--- src/rtl/cs_pkg.sv ---
// Shared constants for the clock stopper: the order of the control pins
// inside the synchroniser/filter vector.
package cs_pkg;
    localparam int IN_COUNT = 4;
    localparam int IN_REQ_A = 0;
    localparam int IN_REQ_B = 1;
    localparam int IN_CPU   = 2;
    localparam int IN_PCI   = 3;
endpackage

--- src/rtl/cs_ref_edge.sv ---
// Detects falling edges of the reference clock (rising edges of its
// complement). Assumes ref_clk_i is synchronous to clk with each phase at
// least one clk cycle long. fall_o is high for one cycle per falling edge.
module cs_ref_edge (
    input  logic clk,
    input  logic rst_n,
    input  logic ref_clk_i,
    output logic fall_o
);
    logic ref_q;
    logic ref_qq;

    // Two-stage history of the reference clock.
    always_ff @(posedge clk) begin
        if (!rst_n) begin
            ref_q  <= 1'b0;
            ref_qq <= 1'b0;
        end else begin
            ref_q  <= ref_clk_i;
            ref_qq <= ref_q;
        end
    end

    assign fall_o = ref_qq & ~ref_q;
endmodule

--- src/rtl/cs_sync_filter.sv ---
// Synchronises asynchronous control pins with two flops and accepts a new
// value only when two successive sample strobes see the same value.
// Assumes the pins are active low, so reset takes every pin as asserted (0).
module cs_sync_filter #(
    parameter int WIDTH = 4
) (
    input  logic             clk,
    input  logic             rst_n,
    input  logic [WIDTH-1:0] pin_i,
    input  logic             sample_i,
    output logic [WIDTH-1:0] acc_o
);
    for (genvar k = 0; k < WIDTH; k++) begin : g_bit
        logic meta_q;
        logic sync_q;
        logic last_q;
        logic acc_q;

        // Synchronise the pin, then qualify it on two agreeing strobes.
        always_ff @(posedge clk) begin
            if (!rst_n) begin
                meta_q <= 1'b0;
                sync_q <= 1'b0;
                last_q <= 1'b0;
                acc_q  <= 1'b0;
            end else begin
                meta_q <= pin_i[k];
                sync_q <= meta_q;
                if (sample_i) begin
                    last_q <= sync_q;
                    if (sync_q == last_q) begin
                        acc_q <= sync_q;
                    end
                end
            end
        end

        assign acc_o[k] = acc_q;
    end
endmodule

--- src/rtl/cs_lane_gate.sv ---
// Gates one lane clock. The run state changes only in a cycle where the
// registered lane clock equals the park level, so the true output never
// shows a runt or stretched pulse. Assumes lane_clk_i is synchronous to clk.
module cs_lane_gate (
    input  logic clk,
    input  logic rst_n,
    input  logic lane_clk_i,
    input  logic run_req_i,
    input  logic park_hi_i,
    input  logic hiz_i,
    output logic clk_t_o,
    output logic clk_c_o,
    output logic oe_o,
    output logic clk_q_o,
    output logic run_o
);
    logic clk_q;
    logic run_q;

    // Register the lane clock and move the run state at the park phase only.
    always_ff @(posedge clk) begin
        if (!rst_n) begin
            clk_q <= 1'b0;
            run_q <= 1'b1;
        end else begin
            clk_q <= lane_clk_i;
            if (clk_q == park_hi_i) begin
                run_q <= run_req_i;
            end
        end
    end

    // Drive the pair: follow the clock while running, park while stopped.
    always_comb begin
        if (run_q) begin
            clk_t_o = clk_q;
            clk_c_o = ~clk_q;
        end else begin
            clk_t_o = park_hi_i;
            clk_c_o = 1'b0;
        end
        oe_o = run_q | ~hiz_i;
    end

    assign clk_q_o = clk_q;
    assign run_o   = run_q;
endmodule

--- src/rtl/cs_clock_stopper.sv ---
// Top of the clock stopper. Qualifies four active-low control pins against
// the reference clock, combines them per lane with the selection bits, and
// gates each lane through cs_lane_gate. Assumes all clock inputs are
// synchronous to clk and slower than half its rate.
module cs_clock_stopper #(
    parameter int NUM_LANES = 4
) (
    input  logic                 clk,
    input  logic                 rst_n,
    input  logic                 ref_clk_i,
    input  logic [NUM_LANES-1:0] lane_clk_i,
    input  logic                 req_a_n_i,
    input  logic                 req_b_n_i,
    input  logic                 cpu_stop_n_i,
    input  logic                 pci_stop_n_i,
    input  logic                 sw_run_i,
    input  logic [NUM_LANES-1:0] sel_a_i,
    input  logic [NUM_LANES-1:0] sel_b_i,
    input  logic [NUM_LANES-1:0] cpu_ctl_i,
    input  logic [NUM_LANES-1:0] pci_ctl_i,
    input  logic [NUM_LANES-1:0] park_hi_i,
    input  logic [NUM_LANES-1:0] hiz_i,
    output logic [NUM_LANES-1:0] clk_t_o,
    output logic [NUM_LANES-1:0] clk_c_o,
    output logic [NUM_LANES-1:0] oe_o
);
    import cs_pkg::*;

    logic                 ref_fall;
    logic [IN_COUNT-1:0]  pin_vec;
    logic [IN_COUNT-1:0]  acc_q;
    logic                 halt_a;
    logic                 halt_b;
    logic                 halt_cpu;
    logic                 halt_pci;
    logic [NUM_LANES-1:0] run_req;
    logic [NUM_LANES-1:0] lane_clk_q;
    logic [NUM_LANES-1:0] lane_run;

    cs_ref_edge i_ref_edge (
        .clk       (clk),
        .rst_n     (rst_n),
        .ref_clk_i (ref_clk_i),
        .fall_o    (ref_fall)
    );

    // Pack the pins in the order the package fixes.
    always_comb begin
        pin_vec           = '0;
        pin_vec[IN_REQ_A] = req_a_n_i;
        pin_vec[IN_REQ_B] = req_b_n_i;
        pin_vec[IN_CPU]   = cpu_stop_n_i;
        pin_vec[IN_PCI]   = pci_stop_n_i;
    end

    cs_sync_filter #(.WIDTH(IN_COUNT)) i_filter (
        .clk      (clk),
        .rst_n    (rst_n),
        .pin_i    (pin_vec),
        .sample_i (ref_fall),
        .acc_o    (acc_q)
    );

    // Turn accepted pin levels into halt conditions.
    always_comb begin
        halt_a   = acc_q[IN_REQ_A];
        halt_b   = acc_q[IN_REQ_B];
        halt_cpu = ~acc_q[IN_CPU];
        halt_pci = ~acc_q[IN_PCI] | ~sw_run_i;
    end

    for (genvar i = 0; i < NUM_LANES; i++) begin : g_lane
        // A lane runs unless some condition it is mapped to is active.
        assign run_req[i] = ~((sel_a_i[i]   & halt_a)   |
                              (sel_b_i[i]   & halt_b)   |
                              (cpu_ctl_i[i] & halt_cpu) |
                              (pci_ctl_i[i] & halt_pci));

        cs_lane_gate i_gate (
            .clk        (clk),
            .rst_n      (rst_n),
            .lane_clk_i (lane_clk_i[i]),
            .run_req_i  (run_req[i]),
            .park_hi_i  (park_hi_i[i]),
            .hiz_i      (hiz_i[i]),
            .clk_t_o    (clk_t_o[i]),
            .clk_c_o    (clk_c_o[i]),
            .oe_o       (oe_o[i]),
            .clk_q_o    (lane_clk_q[i]),
            .run_o      (lane_run[i])
        );
    end
endmodule

--- config.mk ---
export PLATFORM = sky130hd
export DESIGN_NAME = cs_clock_stopper
export DESIGN_NICKNAME = d
export VERILOG_FILES = /design/src/rtl/cs_pkg.sv /design/src/rtl/cs_ref_edge.sv /design/src/rtl/cs_sync_filter.sv /design/src/rtl/cs_lane_gate.sv /design/src/rtl/cs_clock_stopper.sv
export SDC_FILE = /design/constraint.sdc
export NUM_CORES = 1
export LEC_CHECK = 0
export BUFFER_PORTS_ARGS = -buffer_cell sky130_fd_sc_hd__buf_2
export CORE_MARGIN = 2
export CORE_UTILIZATION = 41
export DETAILED_ROUTE_END_ITERATION = 6
export PLACE_DENSITY = 0.76
export SKIP_CTS_REPAIR_TIMING = 1
export SLEW_MARGIN = 15
export SYNTH_ARGS = -nofsm -noshare
export SYNTH_HDL_FRONTEND = slang
export SYNTH_SLANG_ARGS = --single-unit
--- constraint.sdc ---
create_clock -name clk -period 1 [get_ports clk]
set_input_delay 0 -clock clk [delete_from_list [all_inputs] [get_ports clk]]
set_output_delay 0 -clock clk [all_outputs]
set_load 0.005 [all_outputs]
==> impl_metrics.json, run 1 <==
{
  "required_ns": 1.00,
  "final_hold_viol_count": 0,
  "synth_top_area_share": 0.469,
  "cap_violations": 0,
  "grt_max_degree": 14,
  "crit_fanout": 4,
  "die_y_um": 56.0,
  "wl_mm": 2.45,
  "ys_ff_latch": 26,
  "ff2ff_path_depth": 2,
  "vias_per_cell": 4.97,
  "yosysUniqueCellTypes": 19,
  "slew_viol_final": 0,
  "synth_cells": 112,
  "setup_violations": 12,
  "clockBufferDepth": 2,
  "portBuffers": 47,
  "placed_cells": 176,
  "setup.worst_path.start_class": "flip-flop",
  "setup_tns_ns": -0.664,
  "synth-seq-area-share": 0.469,
  "rr_endpoint": "g_lane[0].i_gate.run_o",
  "finalClockSkew_ns": 0.00388,
  "postLayoutCoreUtil": 0.625,
  "syn_avg_cell_area_um2": 9.91,
  "r2r-start": "g_lane[0].i_gate.clk_q_o",
  "violations": "setup timing",
  "cp-end-kind": "primary output",
  "dr.pass1.iters": 4,
  "cts_tree": "built",
  "insertion_delay_ns": 0.31,
  "layout_common_cells": "buf_2, dfxtp_1, and2_1, dfxtp_2, dlygate4sd3_1",
  "synthTopCellsByArea": "dfxtp_1, buf_4, and2_1, a21oi_1, mux2_2",
  "worst_pin_slew_ns": 0.300,
  "status": "finished with violations",
  "synthesis.yosys.warnings": 0,
  "coreArea_um2": 2520,
  "initial_core_util": 0.440,
  "grt_pass1_vias": 797,
  "leakagePower_nw": 0.690,
  "gr-total-overflow": 0,
  "period_share": 1.11,
  "crit_arrival_ns": 1.11,
  "final_cells": 191,
  "num-fill-cells": 197,
  "worst_slack_ns": -0.110,
  "endpoint": "clk_t_o[2]",
  "dpl.hpwl_mm": 1.65,
  "vias": 949,
  "antenna_cells": 0,
  "fin_nets": 199,
  "io_pins": 48,
  "dr.first_iter.drc_count": 66,
  "p_per_area_nw_per_um2": 1220,
  "max_slew_margin": 0.800,
  "grt_pass1_wl_mm": 3.28,
  "track_usage": 0.131,
  "rsz0062_at_grt": "true",
  "cts_buffers": 3,
  "final_common_cell": "buf_2",
  "postRouteAntennaNets": 0,
  "syn_nets": 148,
  "dieArea_um2": 3140,
  "critPathKind": "flip-flop to primary output",
  "period_needed_ns": 1.11,
  "yosys.area.top_type": "dfxtp_1",
  "startpoint": "g_lane[2].i_gate.run_o",
  "h-tree-depth": 1,
  "die_x_um": 56.0,
  "num_rows": 18,
  "avgRoutedWirePerCell_um": 12.8,
  "areaGrowthSynthToFinish_pct": 41.9,
  "max-vdd-ir-drop_uv": 1100,
  "cts.sinks": 26,
  "cts-root-buf": "clkbuf_4",
  "drcViolationCount": 0,
  "antenna_found_initial": 0,
  "drive_above_1_share": 0.540,
  "min_path_type": "input pin to flip-flop",
  "gp_congestion": 0.830,
  "syn_area_um2": 1110,
  "fmaxAchievable_mhz": 901,
  "path_clk_slew_ns": 0.12,
  "rrSetupSlack_ns": -0.02,
  "p_total_mw": 1.92
}
==> cells in the mapped netlist <==
library cell   n
dfxtp_1       26
and2_1        14
buf_4         13
a21oi_1       10
nand2_1        9
nand2b_1       5
a221o_1        4
a222oi_1       4
and2b_2        4
mux2_2         4
nand3_1        4
o31ai_1        4
xor2_1         4
a21boi_0       2
buf_6          1
clkbuf_1       1
inv_1          1
inv_2          1
nor2b_1        1
==> layer usage <==
metal  global-route usage  wire length [um]
met4               0.0204                17
met2                0.235              1350
met1                0.146               886
met3               0.0535               203
met5                    0                 0
==> kinds of logic after synthesis <==
group           Yosys count  share of synthesized area
compound gates           24                      0.158
xor+xnor                  4                     0.0316
buf+inv                  17                      0.108
flops                    26                      0.469
mux                       4                     0.0406
simple gates             37                      0.193
==> flip-flops by register name (all words and copies together) (netlist names) <==
name	count
i_filter.g_bit.meta_q	4
i_filter.g_bit.acc_q	4
i_ref_edge.ref_qq	1
i_filter.g_bit.sync_q	4
i_ref_edge.ref_q	1
g_lane.i_gate.run_o	4
g_lane.i_gate.clk_q_o	4
i_filter.g_bit.last_q	4
==> critical path, stage by stage, from the launching register on <==
cell	delay [ns]
dfxtp_2	0.38
mux2_4	0.31
buf_6	0.11
==> power breakdown <==
| part | internal, mW | switching, mW | total [mW] |
|---|---|---|---|
| clock network | 0.141 | 0.269 | 0.409 |
| registers | 1.09 | 0.0408 | 1.13 |
| logic | 0.253 | 0.129 | 0.382 |
| total | 1.48 | 0.438 | 1.92 |
==> stage by stage <==
stage,hold WS [ns],setup WS [ns],cell area (um^2)
global route,0.0726,-0.169,1580
CTS,-0.124,-0.190,1310
floorplan,0.122,0.0559,1110
detailed placement,0.210,-0.0747,1280
finish,0.0784,-0.110,1580
global placement,0.205,0.0176,1280
==> cell type report <==
type                       instances  area (um^2)  area share
clock buffer                       3         22.5      0.0143
inverter                           2         7.51     0.00477
multi-input combinational         69          561       0.356
sequential                        26          537       0.341
tap                               30         37.5      0.0238
timing repair buffer              61          410       0.261
==> worst min-delay path by stage <==
stage | from | to | slack [ns] | cells after the start
2_1_floorplan | rst_n | g_lane[2].i_gate.clk_q_o | 0.12 | 1
3_3_place_gp | req_a_n_i | i_filter.g_bit[0].meta_q | 0.20 | 2
3_5_place_dp | lane_clk_i[1] | g_lane[1].i_gate.clk_q_o | 0.21 | 2
4_1_cts | lane_clk_i[1] | g_lane[1].i_gate.clk_q_o | -0.12 | 2
5_1_grt | pci_ctl_i[1] | g_lane[1].i_gate.run_o | 0.07 | 3
6_report | pci_ctl_i[0] | g_lane[0].i_gate.run_o | 0.08 | 3
No activity file was read; power rests on OpenSTA's default activity.
==> run 2: changes to the inputs <==
--- a/config.mk
+++ b/config.mk
@@ -7,4 +7,5 @@
 export LEC_CHECK = 0
 export BUFFER_PORTS_ARGS = -buffer_cell sky130_fd_sc_hd__buf_2
+export CORE_ASPECT_RATIO = 1.5
 export CORE_MARGIN = 2
 export CORE_UTILIZATION = 41
==> constraint.sdc (replaced) <==
create_clock -name clk -period 1 [get_ports clk]
set_input_delay 0.3 -clock clk [delete_from_list [all_inputs] [get_ports clk]]
set_output_delay 0.3 -clock clk [all_outputs]
set_load 0.005 [all_outputs]
==> run 2 against run 1 <==
Setup slack got worse by 0.25 ns; the run still ends with setup timing left; highest routed layer unchanged; fmax fell by 18%; critical path depth unchanged; register-to-register slack got worse by 0.06 ns; largest power group unchanged.
==> impl_metrics.json, run 2 (synthesized netlist as in run 1, its figures left out) <==
{
  "drcViolationCount": 0,
  "cts-root-buf": "clkbuf_8",
  "period_needed_ns": 1.36,
  "slew_viol_final": 0,
  "final_hold_viol_count": 0,
  "cts_tree": "built",
  "slowest_delay_ns": 0.37,
  "route.met2.wl_mm": 1.45,
  "initial_core_util": 0.424,
  "intPower_mw": 1.68,
  "dpl.hpwl_mm": 1.76,
  "path_buf_inv": 1,
  "wl_met1_um": 846,
  "max_slew_margin": 0.779,
  "die_x_um": 46.5,
  "cp_cell_sequence": "mux2_4 -> buf_6",
  "clockBufferDepth": 2,
  "layout_common_cells": "buf_2, dfxtp_1, and2_1, dfxtp_2, buf_6",
  "crit_fanout": 4,
  "drive_above_1_share": 0.627,
  "met3_length_um": 134,
  "final_common_cell": "buf_2",
  "worst_pin_slew_ns": 0.332,
  "crit_arrival_ns": 1.06,
  "io_pins": 48,
  "antenna_cells": 0,
  "min_path_type": "input pin to flip-flop",
  "cap_violations": 0,
  "cp-end-kind": "primary output",
  "required_ns": 0.70,
  "antenna_found_initial": 0,
  "num_rows": 23,
  "path_clk_slew_ns": 0.08,
  "violations": "setup timing",
  "cp_slowest_cell": "dfxtp_4",
  "setup.worst_path.start_class": "flip-flop",
  "clkPwrFrac": 0.303,
  "fin_nets": 195,
  "switching_share": 0.221,
  "critPathKind": "flip-flop to primary output",
  "coreArea_um2": 2620,
  "crit_family": "flip-flops",
  "top_layer_used": "met4",
  "p_comb_frac": 0.176,
  "period_share": 1.36,
  "vias_per_cell": 4.82,
  "grt_pass1_vias": 879,
  "worst_slack_ns": -0.358,
  "leakagePower_nw": 0.696,
  "die_y_um": 67.7,
  "grt_pass1_wl_mm": 3.28,
  "areaGrowthSynthToFinish_pct": 44.3,
  "track_usage": 0.144,
  "power_frac_seq": 0.521,
  "cts_buffers": 3,
  "dr.pass1.iters": 4,
  "wl_mm": 2.50,
  "place_ws_ns": -0.126,
  "grt_max_degree": 15,
  "whs_ns": 0.232,
  "max-vdd-ir-drop_uv": 792,
  "postRouteAntennaNets": 0,
  "insertion_delay_ns": 0.27,
  "rsz0062_at_grt": "true",
  "avgRoutedWirePerCell_um": 12.8,
  "fmaxAchievable_mhz": 736,
  "gr-total-overflow": 0,
  "status": "finished with violations",
  "vias": 939,
  "cts.sinks": 26,
  "setup_violations": 16,
  "dieArea_um2": 3150,
  "gp_congestion": 0.641,
  "h-tree-depth": 1,
  "finalClockSkew_ns": 0.00295,
  "dr.first_iter.drc_count": 21,
  "portBuffers": 47,
  "switchingPower_mw": 0.477,
  "p_per_area_nw_per_um2": 1350
}
run 2: cell types whose count changed in the layout (fill, tap and decap cells not counted), sizes merged:
cell / previous run / this run
clkbuf: 3 / 4
dlygate4sd3: 10 / 0
buf: 51 / 57
run 2: per-stage QoR:
| stage | setup TNS, ns | util | instances | power, mW | area [um^2] |
|---|---|---|---|---|---|
| after floorplan | -0.116 | - | 112 | 1.35 | 1140 |
| after global placement | -0.558 | 0.516 | 188 | 1.42 | 1350 |
| after detailed placement | -0.794 | 0.516 | 188 | 1.44 | 1350 |
| after CTS | -3.76 | 0.537 | 192 | 2.09 | 1410 |
| after global routing | -4.37 | 0.612 | 195 | 2.28 | 1600 |
| final | -3.52 | 0.612 | 195 | 2.16 | 1600 |
run 2: power by group through the flow:
stage	Combinational, mW	Sequential (mW)	Clock [mW]
finish	0.380	1.13	0.654
global route	0.415	1.13	0.731
CTS	0.296	1.12	0.675
detailed placement	0.296	1.14	0
global placement	0.285	1.14	0
floorplan	0.217	1.14	0
run 2: worst paths after layout:
check	from	end	slack, ns	cells after the start
worst max-delay path	g_lane[0].i_gate.run_o	clk_t_o[0]	-0.36	2
worst min-delay path	cpu_stop_n_i	i_filter.g_bit[2].meta_q	0.23	2
worst max register to register	g_lane[1].i_gate.clk_q_o	g_lane[1].i_gate.run_o	-0.08	4
worst min register to register	i_filter.g_bit[0].meta_q	i_filter.g_bit[0].sync_q	0.44	1
run 2: layout make-up:
| type | count | area (um^2) |
|---|---|---|
| Fill cell | 211 | 1020 |
| Timing Repair Buffer | 57 | 362 |
| Clock buffer | 4 | 55.1 |
| Inverter | 2 | 7.51 |
| Sequential cell | 26 | 536 |
| Multi-Input combinational cell | 69 | 596 |
| Tap cell | 37 | 46.3 |
run 2: metal layers:
metal | track usage | vias to the layer above
met5 | 0 | -
met4 | 0.0750 | 0
met3 | 0.0267 | 7
met2 | 0.302 | 41
met1 | 0.110 | 425
li1 | - | 466
run 2: worst register-to-register path, cell delays in order (launching register included):
cell	delay [ns]
dfxtp_2	0.35
buf_4	0.12
xor2_2	0.15
a21oi_1	0.06
a221o_1	0.29
